<file path="src/rtl/bridge_pkg.sv">
package bridge_pkg;
    localparam int HOST_W    = 32;
    localparam int WIDE_W    = 64;
    localparam int DN_ADDR_W = HOST_W - 1;

    localparam logic [7:0] OFS_UPPER = 8'h00;
    localparam logic [7:0] OFS_LOWER = 8'h04;
    localparam logic [7:0] OFS_CMD   = 8'h08;
    localparam logic [7:0] OFS_CLEAR = 8'h18;
    localparam logic [7:0] OFS_STAT  = 8'h1C;
    localparam logic [7:0] OFS_IRQ   = 8'h20;

    typedef enum logic [2:0] {
        SEL_UPPER, SEL_LOWER, SEL_CMD, SEL_CLEAR, SEL_STAT, SEL_IRQ, SEL_NONE
    } win_sel_e;

    typedef struct packed {
        logic                 write;
        logic [DN_ADDR_W-1:0] addr;
    } cmd_t;

    typedef enum logic {XF_IDLE, XF_WAIT} xfer_state_e;

    function automatic win_sel_e decode_offset(input logic [7:0] ofs);
        case (ofs)
            OFS_UPPER: return SEL_UPPER;
            OFS_LOWER: return SEL_LOWER;
            OFS_CMD:   return SEL_CMD;
            OFS_CLEAR: return SEL_CLEAR;
            OFS_STAT:  return SEL_STAT;
            OFS_IRQ:   return SEL_IRQ;
            default:   return SEL_NONE;
        endcase
    endfunction

    function automatic logic [HOST_W-1:0] pack_status(input logic err, input logic busy);
        return {err, {(HOST_W-2){1'b0}}, busy};
    endfunction
endpackage

</file>
<file path="src/rtl/bridge_window_regs.sv">
module bridge_window_regs
    import bridge_pkg::*;
#(
    parameter int OFS_W = 6
) (
    input  logic              clk,
    input  logic              rst,
    input  logic              host_wr_en,
    input  logic [OFS_W-1:0]  host_addr,
    input  logic [HOST_W-1:0] host_wdata,
    output logic [HOST_W-1:0] host_rdata,
    input  logic              load_en,
    input  logic [WIDE_W-1:0] load_data,
    input  logic              busy,
    input  logic              err_flag,
    output logic [WIDE_W-1:0] staged_data,
    output logic              cmd_pulse,
    output cmd_t              cmd_word,
    output logic              clear_pulse
);
    logic [HOST_W-1:0] upper_q, lower_q;
    win_sel_e          sel;

    assign sel         = decode_offset(8'(host_addr));
    assign cmd_pulse   = host_wr_en && (sel == SEL_CMD);
    assign clear_pulse = host_wr_en && (sel == SEL_CLEAR);
    assign cmd_word    = cmd_t'(host_wdata);
    assign staged_data = {upper_q, lower_q};

    always_ff @(posedge clk) begin
        if (rst) begin
            upper_q <= '0;
            lower_q <= '0;
        end else if (load_en) begin
            upper_q <= load_data[WIDE_W-1:HOST_W];
            lower_q <= load_data[HOST_W-1:0];
        end else if (host_wr_en) begin
            if (sel == SEL_UPPER) upper_q <= host_wdata;
            if (sel == SEL_LOWER) lower_q <= host_wdata;
        end
    end

    always_comb begin
        case (sel)
            SEL_UPPER: host_rdata = upper_q;
            SEL_LOWER: host_rdata = lower_q;
            SEL_STAT:  host_rdata = pack_status(err_flag, busy);
            default:   host_rdata = '0;
        endcase
    end


    read_return_load_chk: assert property (@(posedge clk) disable iff (rst)
        load_en |=> (staged_data == $past(load_data)));


    halves_hold_chk: assert property (@(posedge clk) disable iff (rst)
        (!load_en && !host_wr_en) |=> $stable(staged_data));
endmodule

</file>
<file path="src/rtl/bridge_xfer_ctrl.sv">
module bridge_xfer_ctrl
    import bridge_pkg::*;
#(
    parameter int TIMEOUT_CYCLES = 256
) (
    input  logic                 clk,
    input  logic                 rst,
    input  logic                 cmd_pulse,
    input  cmd_t                 cmd_word,
    input  logic                 clear_pulse,
    input  logic [WIDE_W-1:0]    staged_data,
    output logic                 busy,
    output logic                 err_flag,
    output logic                 load_en,
    output logic [WIDE_W-1:0]    load_data,
    output logic                 dn_req,
    output logic                 dn_we,
    output logic [DN_ADDR_W-1:0] dn_addr,
    output logic [WIDE_W-1:0]    dn_wdata,
    input  logic                 dn_ack,
    input  logic                 dn_err,
    input  logic [WIDE_W-1:0]    dn_rdata
);
    localparam int CNT_W = (TIMEOUT_CYCLES > 1) ? $clog2(TIMEOUT_CYCLES) : 1;
    localparam logic [CNT_W-1:0] CNT_LAST = CNT_W'(TIMEOUT_CYCLES - 1);

    xfer_state_e      state;
    logic [CNT_W-1:0] wait_cnt;
    logic             expired;

    assign busy      = (state == XF_WAIT);
    assign dn_req    = busy;
    assign expired   = (wait_cnt == CNT_LAST);
    assign load_en   = busy && dn_ack && !dn_err && !dn_we && !clear_pulse;
    assign load_data = dn_rdata;

    always_ff @(posedge clk) begin
        if (rst) begin
            state    <= XF_IDLE;
            err_flag <= 1'b0;
            wait_cnt <= '0;
            dn_we    <= 1'b0;
            dn_addr  <= '0;
            dn_wdata <= '0;
        end else if (clear_pulse) begin
            state    <= XF_IDLE;
            err_flag <= 1'b0;
            wait_cnt <= '0;
        end else begin
            case (state)
                XF_IDLE: begin
                    if (cmd_pulse) begin
                        state    <= XF_WAIT;
                        wait_cnt <= '0;
                        dn_we    <= cmd_word.write;
                        dn_addr  <= cmd_word.addr;
                        dn_wdata <= staged_data;
                    end
                end
                XF_WAIT: begin
                    if (cmd_pulse) err_flag <= 1'b1;
                    if (dn_ack) begin
                        state <= XF_IDLE;
                        if (dn_err) err_flag <= 1'b1;
                    end else if (expired) begin
                        state    <= XF_IDLE;
                        err_flag <= 1'b1;
                    end else begin
                        wait_cnt <= wait_cnt + 1'b1;
                    end
                end
                default: state <= XF_IDLE;
            endcase
        end
    end


    req_hold_chk: assert property (@(posedge clk) disable iff (rst)
        (dn_req && !dn_ack && !expired && !clear_pulse) |=>
            (dn_req && $stable(dn_addr) && $stable(dn_we) && $stable(dn_wdata)));


    err_sticky_chk: assert property (@(posedge clk) disable iff (rst)
        (err_flag && !clear_pulse) |=> err_flag);


    cmd_busy_err_chk: assert property (@(posedge clk) disable iff (rst)
        (dn_req && cmd_pulse && !clear_pulse) |=> err_flag);


    timeout_bound_chk: assert property (@(posedge clk) disable iff (rst)
        (dn_req && !dn_ack && expired && !clear_pulse) |=> (!dn_req && err_flag));


    clear_abort_chk: assert property (@(posedge clk) disable iff (rst)
        clear_pulse |=> (!dn_req && !err_flag));
endmodule

</file>
<file path="src/rtl/wide_reg_bridge.sv">
module wide_reg_bridge
    import bridge_pkg::*;
#(
    parameter int OFS_W          = 6,
    parameter int TIMEOUT_CYCLES = 256
) (
    input  logic                 clk,
    input  logic                 rst,
    input  logic                 host_wr_en,
    input  logic [OFS_W-1:0]     host_addr,
    input  logic [HOST_W-1:0]    host_wdata,
    output logic [HOST_W-1:0]    host_rdata,
    output logic                 dn_req,
    output logic                 dn_we,
    output logic [DN_ADDR_W-1:0] dn_addr,
    output logic [WIDE_W-1:0]    dn_wdata,
    input  logic                 dn_ack,
    input  logic                 dn_err,
    input  logic [WIDE_W-1:0]    dn_rdata
);
    logic              busy, err_flag, load_en, cmd_pulse, clear_pulse;
    logic [WIDE_W-1:0] load_data, staged_data;
    cmd_t              cmd_word;

    bridge_window_regs #(.OFS_W(OFS_W)) u_win (
        .clk(clk), .rst(rst),
        .host_wr_en(host_wr_en), .host_addr(host_addr),
        .host_wdata(host_wdata), .host_rdata(host_rdata),
        .load_en(load_en), .load_data(load_data),
        .busy(busy), .err_flag(err_flag),
        .staged_data(staged_data), .cmd_pulse(cmd_pulse),
        .cmd_word(cmd_word), .clear_pulse(clear_pulse)
    );

    bridge_xfer_ctrl #(.TIMEOUT_CYCLES(TIMEOUT_CYCLES)) u_ctrl (
        .clk(clk), .rst(rst),
        .cmd_pulse(cmd_pulse), .cmd_word(cmd_word),
        .clear_pulse(clear_pulse), .staged_data(staged_data),
        .busy(busy), .err_flag(err_flag),
        .load_en(load_en), .load_data(load_data),
        .dn_req(dn_req), .dn_we(dn_we), .dn_addr(dn_addr),
        .dn_wdata(dn_wdata), .dn_ack(dn_ack), .dn_err(dn_err),
        .dn_rdata(dn_rdata)
    );
endmodule

</file>
<file path="config.mk">
export PLATFORM = sky130hd
export DESIGN_NAME = wide_reg_bridge
export DESIGN_NICKNAME = d
export VERILOG_FILES = /design/src/rtl/bridge_pkg.sv /design/src/rtl/bridge_window_regs.sv /design/src/rtl/bridge_xfer_ctrl.sv /design/src/rtl/wide_reg_bridge.sv
export SDC_FILE = /design/constraint.sdc
export NUM_CORES = 1
export LEC_CHECK = 0
export BUFFER_PORTS_ARGS = -buffer_cell sky130_fd_sc_hd__buf_2
export CORE_UTILIZATION = 35
export DETAILED_ROUTE_END_ITERATION = 16
export HOLD_SLACK_MARGIN = 0.06
export PLACE_DENSITY_LB_ADDON = 0.1
export SETUP_SLACK_MARGIN = 0.05
export SLEW_MARGIN = 15
export SYNTH_ARGS = -nofsm -noshare
export SYNTH_HDL_FRONTEND = slang
export SYNTH_SLANG_ARGS = --single-unit
export TNS_END_PERCENT = 20
</file>
<file path="constraint.sdc">
create_clock -name clk -period 3.33 [get_ports clk]
set_input_delay 0.999 -clock clk [delete_from_list [all_inputs] [get_ports clk]]
set_output_delay 0.999 -clock clk [all_outputs]
set_load 0.005 [all_outputs]
</file>
Word level (Yosys, flattened, before mapping)
Index checks and enable logic that the tools add are counted.
Storage, ports and cells
  output and inout port bits: 129
  input bits: 107
  register bits: 170
  word-level logic and storage cells: 63
Cells by class
  eq/ne operators: 13
  reductions and logical operators: 19
  mux-type cells: 20
  add/subtract/negate cells: 1
  bitwise operators: 2
Operators by type and width (count)
  32-bit two-way mux: 6
  32-bit one-hot mux with 3 select lines: 1
  8-bit two-way mux: 3
  3-bit one-hot mux with 6 select lines: 1
  8-bit one-hot mux with 2 select lines: 1
  6-bit by 5-bit equality test with 1-bit output, second input constant: 2
  8-bit by 1-bit adder with 8-bit output, second input constant: 1
  8-bit equality test, second input constant: 1
  1-bit two-way mux: 7
  3-bit by 2-bit equality test with 1-bit output, second input constant: 2
  6-bit by 3-bit equality test with 1-bit output, second input constant: 1
  6-bit by 4-bit equality test with 1-bit output, second input constant: 1
  6-bit equality test, second input constant: 1
  1-bit logical AND: 6
  6-bit logical NOT: 1
  2-bit inequality test, second input constant: 3
  3-bit AND reduction: 2
  2-bit nonzero test: 3
  2-bit AND reduction: 2
  3-bit by 1-bit equality test with 1-bit output, second input constant: 1
  3-bit equality test, second input constant: 1
  1-bit logical NOT: 3
  3-bit logical NOT: 1
  1-bit NOT: 2
  other kinds (2): 2

Logic depth before layout (Yosys ltp)
  word-level depth: 8
  depth in mapped cells: 8

By module
A second synthesis with hierarchy kept.
Unflattened totals
  cell total of the unflattened synthesis: 1039
  area, all modules: 8501.9 um^2
By module, submodules not included
  bridge_xfer_ctrl: times used 1, sequential area each 2122.0 um^2, area each 4340.4 um^2, cells an instance 546
  bridge_window_regs: times used 1, sequential area each 1281.2 um^2, area each 4161.5 um^2, cells an instance 493

Worst setup path after synthesis
Ideal clock, no wire load.
  kind: input -> output
  start point: input port host_addr[4]
  end point: output port host_rdata[10]
  arrival: 2236 ps
  required time: 2331 ps
  stages on the path: 5
  path buffers: 2
  slack: 95 ps
  cell sequence: or4_1 > or2_2 > clkbuf_1 > clkbuf_1 > nor2_1
Between the ends
  longest elaborated chain between the ends: 4
  elaborated cells on any way between the ends: 11
RTL lines
  start, declared: line wide_reg_bridge.sv:10  | input logic [OFS_W-1:0] host_addr,
  6-bit equality test (tied with other cells): line bridge_pkg.sv:25  | case (ofs)
  3-bit one-hot mux with 6 select lines (*): line bridge_pkg.sv:25
  3-bit equality test (tied with other cells): line bridge_window_regs.sv:44  | case (sel)
  32-bit one-hot mux with 3 select lines (*): line bridge_window_regs.sv:44
  end, declared: line wide_reg_bridge.sv:12  | output logic [HOST_W-1:0] host_rdata,
Mark *: on every way between the ends. The rest lies on a longest branch, timed or not.

Worst setup path after layout
  start point: input port host_addr[4]
  end point: output port host_rdata[7]
The elaborated chain is that of the path after synthesis.

==> results.rst <==
.. list-table::
   :header-rows: 1

   * - Metric
     - Value
   * - Run status
     - finished, violations left
   * - Violations in the final reports
     - negative setup slack
   * - Final-report setup violation count
     - 10
   * - Async S/R FF share, synth
     - 0%
   * - Area after DPL
     - 8690 sq um
   * - Maximum number of pins on one net before global-route repair
     - 104
   * - Ant diodes
     - 0
   * - Endpoint arrival time on the critical path
     - 2.36 ns
   * - Global-route total usage across every layer
     - 21.9%
   * - Post-route insts no fill
     - 1376
   * - Number of max-slew violations in the final report
     - 0
   * - Total Nets Final
     - 1206
   * - Design Power
     - 4.32 mW
   * - Max-slew headroom
     - 58.1%
   * - Pin slew with the least headroom to its limit
     - 0.625 ns
   * - Setup crit end kind
     - output port
   * - Filler cell count
     - 2036
   * - Synthesized instance count
     - 892
   * - Worst Slack Setup Final
     - -0.0301 ns
   * - Final Hold Viols
     - 0
   * - Post-Syn Area per Cell
     - 8.03 sq um
   * - Minimum period implied by the final worst setup slack
     - 3.36 ns
   * - Fin crit share
     - 101%
   * - Share of layout cells above drive strength 1
     - 29.8%
   * - First-pass GRT wire length
     - 36400 microns
   * - Number of top-level design ports
     - 236
   * - Number of global-route vias before repair
     - 6612
   * - Clk buf depth
     - 2
   * - Chip height
     - 145 microns
   * - Worst Setup Start Kind
     - primary input
   * - Share of Yosys cell area claimed by the top area cell type
     - 47.5%
   * - Floorplan die width
     - 145 microns
   * - Total routed wirelength
     - 23400 microns
   * - Depth of the CTS H-tree
     - 4
   * - Clk sink count
     - 170
   * - Antenna-violating nets left
     - 0
   * - Num CTS Buffers
     - 17
   * - Leading post-synthesis cells by instance count
     - sky130_fd_sc_hd__nand2_1 (264), sky130_fd_sc_hd__dfxtp_1 (170), sky130_fd_sc_hd__a21oi_1 (106), sky130_fd_sc_hd__nor2_1 (97), sky130_fd_sc_hd__mux2i_1 (65)
   * - GP Congestion
     - 0.806
   * - Ratio of routed vias to standard cells
     - 5.08
   * - Fmax
     - 0.298 GHz
   * - Power Dens Cells
     - 452 nW/um^2
   * - Wire per inst
     - 17.0 microns
   * - Detailed Route Iter0 Violations
     - 302
   * - Setup repair after global routing missed its margin
     - yes
   * - Clock root buffer master
     - sky130_fd_sc_hd__clkbuf_16
   * - Starting Density
     - 36.2%
   * - Synth area leaders
     - sky130_fd_sc_hd__dfxtp_1 (48%), sky130_fd_sc_hd__nand2_1 (14%), sky130_fd_sc_hd__mux2i_1 (9.1%)
   * - Placed cells
     - 1341
   * - Die outline area
     - 21000 sq um
   * - Clock latency reported for the late side of the worst-skew pair
     - 0.42 ns
   * - Relative area change from synthesis to final layout
     - 33.4%
   * - Number of synthesized flops with an enable pin
     - 0
   * - Count of TritonRoute iterations in the first routing pass
     - 7
   * - GRT Residual Overflow
     - 0
   * - Yosys warning total
     - 0
   * - Final setup skew
     - 0.0106 ns
   * - Crit Path Class
     - primary input to output port
   * - Most instantiated flip-flop cell in the synthesis netlist
     - sky130_fd_sc_hd__dfxtp_1
   * - Hold crit path type
     - register to register
   * - Total of flip-flops plus latches after synthesis
     - 170
   * - Sequential area share after synthesis
     - 47.5%
   * - Leakage power of the design
     - 4.03 nW
   * - Worst path required time
     - 2.33 ns
   * - Number of antenna violations at the first check in global routing
     - 0
   * - Post-synthesis net count
     - 1000
   * - Cell with the most instances after synthesis
     - sky130_fd_sc_hd__nand2_1
   * - CP Max Fanout
     - 7
   * - IR drop worst, VDD
     - 0.000381 V
   * - Max-cap violations
     - 0
   * - Largest area contributor in the netlist
     - sky130_fd_sc_hd__dfxtp_1
   * - Clock slew at reported path FFs
     - 0.06 ns
   * - Hold-fix buffers, CTS
     - 0
   * - Smallest hold slack
     - 0.451 ns
   * - TritonCTS clock tree
     - built
   * - Summed area of non-filler cells in the final layout
     - 9550 sq um
   * - Synth cell types
     - 42
   * - Remaining DRCs
     - 0
   * - Sum of net half-perimeters after detailed placement
     - 15200 microns
   * - Core Rows
     - 51
   * - Number of vias in the routed layout
     - 6995
   * - Mapped cell area
     - 7160 sq um
   * - Number of port buffers
     - 235
   * - Fin util
     - 48.3%
   * - Area of the core region
     - 19800 sq um
-- worst max-delay path: stages --
cell,delay (ns)
sky130_fd_sc_hd__buf_6,0.09
sky130_fd_sc_hd__or4_4,0.52
sky130_fd_sc_hd__or2_4,0.32
sky130_fd_sc_hd__clkbuf_16,0.22
sky130_fd_sc_hd__nor2_4,0.09
sky130_fd_sc_hd__buf_2,0.11
-- registers in the layout, indices dropped and copies added (netlist names) --
name             flops
u_ctrl.busy          1
u_ctrl.dn_addr      31
u_ctrl.dn_wdata     64
u_ctrl.dn_we         1
u_ctrl.err_flag      1
u_ctrl.wait_cnt      8
u_win.lower_q       32
u_win.upper_q       32
-- stage by stage --
step           setup TNS, ns  setup WS [ns]
3_5_place_dp           -1.63        -0.0783
4_1_cts               -0.334        -0.0299
6_report              -0.142        -0.0301
3_3_place_gp           -1.01        -0.0403
5_1_grt               -0.947        -0.0543
2_1_floorplan              0         0.0954
-- metal layers --
| layer | vias up | GRT usage, % | part of all wire (%) |
|---|---|---|---|
| li1 | 3461 | - | - |
| met1 | 3315 | 28.5 | 45 |
| met2 | 201 | 35.3 | 47 |
| met3 | 18 | 5.85 | 6.3 |
| met4 | 0 | 6.28 | 1.1 |
| met5 | - | 0 | 0 |
-- power by group --
part	total [mW]	leakage [nW]	internal, mW	switching (mW)
clock network	2.06	0.298	1.19	0.868
logic	0.211	2.37	0.0883	0.123
registers	2.05	1.37	2.04	0.00612
total	4.32	4.03	3.32	0.997
-- cell usage in the layout, fill, tap and decap left out, types with 2 or more instances in the layout --
cell type	instances
sky130_fd_sc_hd__inv_8	2
sky130_fd_sc_hd__inv_1	2
sky130_fd_sc_hd__buf_12	12
sky130_fd_sc_hd__dfxtp_1	170
sky130_fd_sc_hd__clkinv_4	2
sky130_fd_sc_hd__clkinvlp_4	2
sky130_fd_sc_hd__nor2_4	17
sky130_fd_sc_hd__nand3_1	7
sky130_fd_sc_hd__buf_4	12
sky130_fd_sc_hd__nor3_1	3
sky130_fd_sc_hd__bufinv_16	2
sky130_fd_sc_hd__nor4_1	2
sky130_fd_sc_hd__nand4bb_1	2
sky130_fd_sc_hd__a21oi_1	106
sky130_fd_sc_hd__clkbuf_16	19
sky130_fd_sc_hd__buf_2	233
sky130_fd_sc_hd__a211oi_1	32
sky130_fd_sc_hd__nor2_2	12
sky130_fd_sc_hd__nor2_1	68
sky130_fd_sc_hd__o21ai_0	7
sky130_fd_sc_hd__mux2i_1	65
sky130_fd_sc_hd__inv_6	4
sky130_fd_sc_hd__clkbuf_8	3
sky130_fd_sc_hd__a311oi_1	33
sky130_fd_sc_hd__or4_4	2
sky130_fd_sc_hd__nand2_1	264
-- worst paths after layout --
check	start	end	slack (ns)	cells past startpoint
max	host_addr[4]	host_rdata[7]	-0.03	6
min	u_ctrl.dn_wdata[23]$_SDFFE_PP0P_	u_ctrl.dn_wdata[23]$_SDFFE_PP0P_	0.45	2
min reg2reg	u_ctrl.dn_wdata[23]$_SDFFE_PP0P_	u_ctrl.dn_wdata[23]$_SDFFE_PP0P_	0.45	2
max reg2reg	u_ctrl.busy$_SDFF_PP0_	u_win.lower_q[29]$_SDFFE_PP0P_	1.43	4
-- repair_timing --
item / 4_1_cts / 5_1_grt
pin swaps: 11 / 16
gates cloned: 1 / 2
setup endpoints to repair: 30 / 30
endpoints found under the hold margin: 0 / 0
gates resized for setup: 6 / 44
buffers inserted: 0 / 0
-- logic make-up after synthesis --
kind of cell	count (synthesis)	share of synthesized area, %
compound gates	188	16.4
simple gates	392	21.9
mux	65	9.09
buf+inv	76	4.82
fa+ha+maj	1	0.175
flops	170	47.5
-- area by class of cell --
class	instances	area (sq um)	share of cell area (%)
tap	265	332	3.47
multi-input combinational	646	3610	37.8
inverter	2	7.51	0.0786
timing repair buffer	261	1590	16.6
sequential	170	3400	35.6
clock buffer	20	467	4.89
clock inverter	12	150	1.57
(Power assumes the default switching activity.)
